`src/rtl/i2s_mic_tx_pkg.sv`:
```
package i2s_mic_tx_pkg;
  localparam int unsigned SAMPLE_BITS = 24;

  typedef enum logic {
    CHAN_LOW_HALF  = 1'b0,
    CHAN_HIGH_HALF = 1'b1
  } chan_e;
endpackage

```
`src/rtl/i2s_ws_tracker.sv`:
```
module i2s_ws_tracker
  import i2s_mic_tx_pkg::*;
(
  input  logic sck,
  input  logic rst_n,
  input  logic ws,
  input  chan_e chan,
  output logic slot_start,
  output logic in_slot
);
  logic ws_prev;
  logic primed;

  always_ff @(negedge sck or negedge rst_n) begin
    if (!rst_n) begin
      ws_prev <= 1'b0;
      primed  <= 1'b0;
    end else begin
      ws_prev <= ws;
      primed  <= 1'b1;
    end
  end

  assign in_slot    = (ws == logic'(chan));
  assign slot_start = primed && (ws != ws_prev) && in_slot;
endmodule

```
`src/rtl/i2s_word_holder.sv`:
```
module i2s_word_holder #(
  parameter int unsigned DATA_W = 24
) (
  input  logic              sck,
  input  logic              rst_n,
  input  logic              s_valid,
  output logic              s_ready,
  input  logic [DATA_W-1:0] s_data,
  input  logic              take,
  output logic [DATA_W-1:0] word_out
);
  logic              full;
  logic [DATA_W-1:0] held;
  logic              accept;

  assign s_ready = !full;
  assign accept  = s_valid && !full;

  always_ff @(negedge sck or negedge rst_n) begin
    if (!rst_n) begin
      full <= 1'b0;
      held <= '0;
    end else begin
      if (accept) held <= s_data;
      full <= (full && !take) || accept;
    end
  end

  assign word_out = full ? held : '0;
endmodule

```
`src/rtl/i2s_bit_shifter.sv`:
```
module i2s_bit_shifter #(
  parameter int unsigned DATA_W = 24
) (
  input  logic              sck,
  input  logic              rst_n,
  input  logic              load,
  input  logic [DATA_W-1:0] load_word,
  input  logic              keep,
  output logic              sd_dat,
  output logic              sd_oe
);
  localparam int unsigned CNT_W = $clog2(DATA_W);
  localparam logic [CNT_W-1:0] LAST_BIT = CNT_W'(DATA_W - 1);

  logic [DATA_W-1:0] shreg;
  logic [CNT_W-1:0]  bit_idx;
  logic              active;

  always_ff @(negedge sck or negedge rst_n) begin
    if (!rst_n) begin
      shreg   <= '0;
      bit_idx <= '0;
      active  <= 1'b0;
    end else if (load) begin
      shreg   <= load_word;
      bit_idx <= '0;
      active  <= 1'b1;
    end else if (active) begin
      if (!keep || bit_idx == LAST_BIT) begin
        active <= 1'b0;
      end else begin
        shreg   <= {shreg[DATA_W-2:0], 1'b0};
        bit_idx <= bit_idx + 1'b1;
      end
    end
  end

  assign sd_oe  = active;
  assign sd_dat = active & shreg[DATA_W-1];
endmodule

```
`src/rtl/i2s_mic_tx.sv`:
```
module i2s_mic_tx
  import i2s_mic_tx_pkg::*;
#(
  parameter int unsigned DATA_W = SAMPLE_BITS
) (
  input  logic              sck,
  input  logic              rst_n,
  input  logic              ws,
  input  logic              lr_sel,
  input  logic              s_valid,
  output logic              s_ready,
  input  logic [DATA_W-1:0] s_data,
  output logic              sd_dat,
  output logic              sd_oe
);
  logic              slot_start;
  logic              in_slot;
  logic [DATA_W-1:0] next_word;
  chan_e             chan;

  assign chan = chan_e'(lr_sel);

  i2s_ws_tracker u_ws (
    .sck        (sck),
    .rst_n      (rst_n),
    .ws         (ws),
    .chan       (chan),
    .slot_start (slot_start),
    .in_slot    (in_slot)
  );

  i2s_word_holder #(.DATA_W(DATA_W)) u_hold (
    .sck      (sck),
    .rst_n    (rst_n),
    .s_valid  (s_valid),
    .s_ready  (s_ready),
    .s_data   (s_data),
    .take     (slot_start),
    .word_out (next_word)
  );

  i2s_bit_shifter #(.DATA_W(DATA_W)) u_shift (
    .sck       (sck),
    .rst_n     (rst_n),
    .load      (slot_start),
    .load_word (next_word),
    .keep      (in_slot),
    .sd_dat    (sd_dat),
    .sd_oe     (sd_oe)
  );
endmodule

```
`config.mk`:
```
export PLATFORM = sky130hd
export DESIGN_NAME = i2s_mic_tx
export DESIGN_NICKNAME = d
export VERILOG_FILES = /design/src/rtl/i2s_mic_tx_pkg.sv /design/src/rtl/i2s_ws_tracker.sv /design/src/rtl/i2s_word_holder.sv /design/src/rtl/i2s_bit_shifter.sv /design/src/rtl/i2s_mic_tx.sv
export SDC_FILE = /design/constraint.sdc
export NUM_CORES = 1
export LEC_CHECK = 0
export BUFFER_PORTS_ARGS = -buffer_cell sky130_fd_sc_hd__buf_2
export CAP_MARGIN = 10
export CORE_MARGIN = 8
export CORE_UTILIZATION = 62
export CTS_CLUSTER_SIZE = 40
export DETAILED_ROUTE_END_ITERATION = 8
export MAX_ROUTING_LAYER = met4
export PLACE_DENSITY = 0.84
export SYNTH_ARGS = -nofsm -noshare
export SYNTH_HDL_FRONTEND = slang
export SYNTH_HIERARCHICAL = 1
export SYNTH_SLANG_ARGS = --single-unit
```
`constraint.sdc`:
```
create_clock -name sck -period 3.13 [get_ports sck]
set_clock_uncertainty 0.15 [all_clocks]
set_input_delay 0.4695 -clock sck [delete_from_list [all_inputs] [get_ports sck]]
set_output_delay 0.4695 -clock sck [all_outputs]
set_load 0.01 [all_outputs]
```
# After elaboration in Yosys (flattened, before gate mapping)
# Index checks and enable logic that the tools add are counted.
# totals
inputBits	29
elab_cells	34
regBits	57
out_inout_bits	3
# classes
bitwise	1
n_eq_ne	4
n_addsub	1
reduce_logical	11
mux	10
# op_table
cell	count
24-bit 2-to-1 mux	4
5-bit 2-to-1 mux	3
5-bit by 1-bit adder with 5-bit output (second input constant)	1
5-bit equality test (second input constant)	1
1-bit logical AND	4
1-bit zero test	3
1-bit 2-to-1 mux	3
1-bit logical OR	2
2-bit inequality test (second input constant)	1
2-bit AND reduction	1
2-bit nonzero test	1
1-bit AND	1
1-bit equality test	1
1-bit inequality test	1

# Logic depth before layout (Yosys ltp)
# Gate-level depths: netlist of run 1.
# depth
word_depth	6
ltp_mapped	6
mapped_depth_nobuf	4

# Modules after synthesis
# The synthesis of run 1 kept the hierarchy.
# by_module_without_submodules
module	seq_area_each_um2	area_per_inst_um2	cells_each	instances
i2s_bit_shifter	750.7	1530.2	167	1
i2s_word_holder	625.6	1201.2	81	1
i2s_ws_tracker	50.0	86.3	7	1

==> impl_metrics.tcl, run 1 <==
set metrics [dict create \
    synth.most_common_cell "dfrtn_1" \
    internal_power_mw 1.942 \
    root_buffer "clkbuf_8" \
    synth.avg_cell_area_um2 11.05 \
    ys_seq_elements 57 \
    ys_warn_count 6 \
    p_leak_nw 1.465 \
    netlist_area_um2 2818 \
    ff2ff_path_depth 5 \
    wl_mm 6.622 \
    startpoint_type "flop" \
    cp_slowest_cell "dfrtn_1" \
    num-fill-cells 275 \
    path_cells "and2_1, buf_2" \
    cts_made_buffers 9 \
    drv_cap 0 \
    yosysUniqueCellTypes 35 \
    nNetsFinal 319 \
    cts_tree "yes" \
    power.switching_uw 861.5 \
    die_h_um 83.42 \
    grt_use_total_pct 19.22 \
    ctsHtreeMaxLevel 3 \
    grt_pass1_vias 2137 \
    layout_setup_ws_ns -0.02359 \
    drc_errors 0 \
    r2r-end "u_shift/bit_idx[0]" \
    clk_pin_slew_ns 0.05 \
    grt_pass1_wl_mm 10.58 \
    critical_path_required_ns 2.51 \
    r2r_slack_ns 1.11 \
    cts_sinks 57 \
    post_drt_wl_per_cell_um 19.14 \
    switching_share_pct 30.73 \
    fp.dieW_um 83.42 \
    ant_nets 0 \
    yosysSeqAreaShare_pct 50.62 \
    grt_max_degree 37 \
    insertion_delay_ns 0.33 \
    slew_violations 0 \
    holdWs_ns 0.3016 \
    power.density_nw_per_um2 857.1 \
    setup_viol 1 \
    synthCells 255 \
    yosys-top-cells-count "57 x dfrtn_1, 27 x a21oi_1, 27 x o21ai_1" \
    yosysTopAreaCellShare_pct 50.62 \
    hp-class "flop to flop" \
    floorplan.initialDensity_pct 64.71 \
    peakVddDrop_uv 798.3 \
    min_to "u_hold/held[18]" \
    status "complete, but fails checks" \
    synthArstFlopShare_pct 100.0 \
    rsz0062_at_grt "yes" \
    violations "setup timing" \
    cpPeakStageDelay_ns 0.41 \
    rows 24 \
    hold_violations 0 \
    port_buffers 31 \
    worst_hold_startpoint "u_hold/held[18]" \
    diodes 0 \
    synth_top_area_cell "dfrtn_1" \
    synth_edf_count 0 \
    crit_type "flop to output port" \
    io_pins 32 \
    gr-total-overflow 0 \
    antenna_found_initial 0 \
    power_mw 2.803 \
    ys.flop_type "dfrtn_1" \
    setup_tns_ns -0.02359 \
    drive_above_1_share_pct 31.97 \
    die_area_um2 6958 \
    dp_hpwl_mm 3.941 \
    clockBufferDepth 2 \
    critPathMaxFanout 3 \
    cp-end-kind "output port" \
    routabilityCongestion 0.7692 \
    r2r-start "u_shift/bit_idx[0]" \
    synthTopCellsByArea "dfrtn_1 51%, mux2_4 10%, nor2b_1 5.3%, a31oi_1 5.1%, and2_1 4.9%" \
    p_clk_share_pct 23.9 \
    dp_slack_ns -0.2285 \
    core_um2 4354 \
    first_pass_iters 5 \
    pwr-share-comb_pct 31.1 \
    drt_iter0_drc 232 \
    p_seq_share_pct 45.1 \
    cp.arrival_ns 2.53 \
    vias_per_cell 6.121 \
    final_util_pct 75.11 \
    synth_fp_nets 285 \
    syn_to_final_growth_pct 16.07 \
    vias 2118 \
    hold_path_depth 1 \
]
==> kinds of logic after synthesis <==
logic type               count (synthesis)  synth area share, %
XOR/XNOR                                 1               0.3109
flip-flops                              57                50.62
other                                    1               0.1331
buffers and inverters                   23                5.284
AO/OA/AOI/OAI                           80                15.45
adder cells (fa/ha/maj)                  1               0.4440
AND/OR/NAND/NOR                         67                15.23
multiplexers                            25                12.52
==> power by group through the flow <==
| stage | clock (mW) | combinational [mW] | sequential [mW] |
|---|---|---|---|
| 2_1_floorplan | 0 | 0.681 | 1.19 |
| 3_3_place_gp | 0 | 0.790 | 1.23 |
| 3_5_place_dp | 0 | 0.824 | 1.25 |
| 4_1_cts | 0.663 | 0.846 | 1.25 |
| 5_1_grt | 0.709 | 0.943 | 1.29 |
| 6_report | 0.669 | 0.870 | 1.26 |
==> state kept, by name, indices dropped and copies added (netlist names) <==
name and flops:
u_hold/held 24, u_ws/ws_prev 1, u_hold/full 1, u_shift/bit_idx 5, u_shift/shreg 24, u_ws/primed 1
u_shift/sd_oe 1
==> stage by stage <==
| stage | instances | area, um2 |
|---|---|---|
| floorplan | 255 | 2848 |
| global placement | 329 | 3062 |
| detailed placement | 329 | 3062 |
| CTS | 346 | 3262 |
| global route | 346 | 3271 |
| finish | 346 | 3271 |
==> critical path, delay by kind of cell, from the launching register on <==
kind | cells | cell delay, ns
buffers and inverters | 1 | 0.12
DFF | 1 | 0.41
and+or+nand+nor | 1 | 0.12
==> metal layers <==
metal,part of all wire [%],vias to the layer above,GRT usage [%],routed length (um)
li1,-,968,-,-
met1,43,1049,22.96,2874
met2,49,83,29.35,3234
met3,4.8,18,5.859,318
met4,2.9,0,8.477,194
met5,0,-,-,0
==> timing repair <==
item / CTS / global route
hold endpoints to repair: 0 / 0
endpoints found under the setup margin: 1 / 4
buffers inserted: 1 / 0
resized for setup: 0 / 3
gates cloned: 0 / 0
hold buffers: 0 / 0
pin swaps: 0 / 1
==> worst max path at each step <==
stage	from	to
after detailed placement	ws	u_shift/shreg[21]
after global routing	u_shift/sd_oe	sd_dat
after CTS	u_shift/sd_oe	sd_dat
after global placement	ws	u_shift/shreg[7]
after floorplan	lr_sel	u_shift/bit_idx[4]
final	u_shift/sd_oe	sd_dat
==> placed cells by master (no fill, tap or decap), types with 2 or more instances in the layout <==
cell type	Yosys	routed
dfrtn_1	57	57
a21oi_1	27	27
and2_2	4	4
clkinv_2	0	2
nor2_1	2	2
nor2b_1	24	24
a31oi_1	23	23
mux2_4	19	19
mux2_2	5	5
o21ai_1	27	27
clkbuf_8	0	13
buf_2	3	30
buf_12	2	4
nand4b_1	2	2
nand3_1	2	2
buf_4	3	10
nand2_2	1	2
and2_1	22	21
==> area by class of cell <==
type	count	area [um2]	share of cell area, %
Timing Repair Buffer	45	316.6	9.679
Inverter	1	3.754	0.1148
Clock buffer	14	182.7	5.585
Clock inverter	2	10.01	0.3060
Sequential cell	57	1426	43.61
Tap cell	52	65.06	1.989
Multi-Input combinational cell	175	1266	38.71
Note: power is estimated with default switching activity, not from simulation.
==> run 2, diff against run 1 <==
ABC_AREA = 1   (was unset)
CORE_UTILIZATION = 63   (was 62)
PLACE_DENSITY = 0.85   (was 0.84)
==> run 2 against run 1 <==
The flow still finishes with violations (setup timing). Synthesized cell count increased by 53%. Count of clock-buffer cells in the layout fell by 2. First-iteration DRC count fell by 25%. Clock power shrank 6.7%. Largest cell class unchanged.
==> impl_metrics.tcl, run 2 <==
set metrics [dict create \
    status "complete, but fails checks" \
    violations "setup timing" \
    grt_use_total_pct 18.38 \
    vias_per_cell 5.091 \
    p_leak_nw 2.040 \
    cpPeakStageDelay_ns 0.52 \
    r2r-start "u_shift/bit_idx[0]" \
    vias 2449 \
    path_cells "inv_8, buf_6" \
    drt_iter0_drc 173 \
    critical_path_required_ns 2.51 \
    synthCells 390 \
    synthArstFlopShare_pct 100.0 \
    slew_violations 0 \
    drive_above_1_share_pct 20.37 \
    critPathMaxFanout 2 \
    num-fill-cells 350 \
    final_cell_mix "185 x nand2_1, 57 x dfrtn_1, 53 x nand3_1" \
    ff2ff_path_depth 7 \
    yosysTopAreaCellShare_pct 48.08 \
    power_mw 2.724 \
    synth_top_area_cell "dfrtn_1" \
    hold_path_depth 2 \
    r2r_slack_ns 1.46 \
    final_area_um2 3336 \
    final_util_pct 72.05 \
    dp_hpwl_mm 3.901 \
    cts_sinks 57 \
    startpoint_type "flop" \
    grt_pass1_wl_mm 10.32 \
    peakVddDrop_uv 552.3 \
    clockBufferDepth 2 \
    cp_slowest_cell "dfrtn_1" \
    cts_tree "yes" \
    ys.flop_type "dfrtn_1" \
    multiInputGateArea_um2 1219 \
    hold_violations 0 \
    min_to "u_hold/held[16]" \
    layout_setup_ws_ns -0.04593 \
    netlist_area_um2 2967 \
    ys_warn_count 6 \
    rows 25 \
    fp.dieW_um 84.62 \
    synth.most_common_cell "nand2_1" \
    cp-end-kind "output port" \
    die_area_um2 7161 \
    diodes 0 \
    synthTopCellsByArea "dfrtn_1 48%, nand2_1 23%, nand3_1 8.9%, nand2_2 4.4%, inv_1 3.8%" \
    clk_pin_slew_ns 0.04 \
    antenna_found_initial 0 \
    yosysUniqueCellTypes 22 \
    gr-total-overflow 0 \
    r2r-end "u_shift/bit_idx[3]" \
    first_pass_iters 4 \
    core_um2 4629 \
    drv_cap 0 \
    postPlaceCellArea_um2 3132 \
    nNetsFinal 453 \
    ctsHtreeMaxLevel 3 \
    routabilityCongestion 0.8168 \
    rsz0062_at_grt "yes" \
    yosysSeqAreaShare_pct 48.08 \
    grt_max_degree 58 \
    drc_errors 0 \
    root_buffer "clkbuf_8" \
    io_pins 32 \
    setup_viol 3 \
    crit_type "flop to output port" \
    power.density_nw_per_um2 816.6 \
    worst_hold_startpoint "u_hold/held[16]" \
    grt_pass1_vias 2373 \
    final_common_cell "nand2_1" \
    dp_slack_ns -0.1787 \
    port_buffers 31 \
    cts_made_buffers 9 \
    cp.arrival_ns 2.56 \
    ant_nets 0 \
    insertion_delay_ns 0.32 \
    synth_edf_count 0 \
    syn_to_final_growth_pct 12.44 \
    ys_seq_elements 57 \
    post_drt_wl_per_cell_um 12.51 \
    seq_area_um2 1426 \
    floorplan.initialDensity_pct 64.08 \
    reg.largest.list "u_hold/held (24), u_shift/shreg (24), u_shift/bit_idx (5)" \
    synth_fp_nets 420 \
    yosys-top-cells-count "185 x nand2_1, 57 x dfrtn_1, 53 x nand3_1" \
    die_h_um 84.62 \
    hp-class "flop to flop" \
    wl_mm 6.016 \
    synth.avg_cell_area_um2 7.607 \
]
[run 2: what timing repair did]
action | CTS | global route
gates resized for setup | 1 | 2
buffers inserted | 0 | 1
hold buffers | 0 | 0
setup endpoints to repair | 3 | 3
pin swaps | 0 | 1
[run 2: layer usage]
layer  up-vias  global-route usage (%)  part of all wire (%)
li1       1252                       -                     -
met1      1131                   21.54                    47
met2        59                   28.56                    48
met3         7                   4.878                   3.3
met4         0                   9.223                   1.6
met5         -                       -                     0
[run 2: layout make-up]
class                      instances  area share, %
clock buffer                      12          4.951
clock inverter                     3         0.4501
inverter                          32          3.863
multi-input combinational        278          36.53
sequential                        57          42.76
tap                               54          2.026
timing repair buffer              45          9.415
[run 2: power by group]
part           internal [mW]  switching [mW]
clock                  0.343           0.281
sequential              1.06           0.211
combinational          0.339           0.487
[run 2: kinds of logic after synthesis]
group                    count (synthesis)  share of synthesized area (%)
AND/OR/NAND/NOR                        274                          39.86
other                                    1                         0.1264
flip-flops                              57                          48.08
adder cells (fa/ha/maj)                  1                         0.4217
XOR/XNOR                                 1                         0.2953
AO/OA/AOI/OAI                            1                         0.2953
buffers and inverters                   55                          10.92
[run 2: how the worst max path moves through the flow]
stage                              from                end  slack, ns  cells past startpoint
after detailed placement         lr_sel  u_shift/shreg[13]      -0.18                     10
after global routing      u_shift/sd_oe             sd_dat      -0.06                      3
after global placement           lr_sel   u_shift/shreg[2]      -0.13                     10
after floorplan                  lr_sel   u_shift/shreg[1]      0.005                      9
final                       u_hold/full            s_ready      -0.05                      2
after CTS                 u_shift/sd_oe             sd_dat      -0.09                      3
[run 2: critical path, delay by kind of cell, from the launching register on]
| kind | cells | cell delay, ns |
|---|---|---|
| flip-flops | 1 | 0.52 |
| buffers and inverters | 2 | 0.14 |
[run 2: metrics by stage]
| stage | std cells | hold slack (ns) | setup TNS (ns) |
|---|---|---|---|
| final | 481 | 0.2803 | -0.06834 |
| after global routing | 481 | 0.2904 | -0.1739 |
| after CTS | 480 | 0.2811 | -0.1621 |
| after detailed placement | 465 | 0.2704 | -4.152 |
| after global placement | 465 | 0.2650 | -2.931 |
| after floorplan | 390 | 0.2528 | 0 |
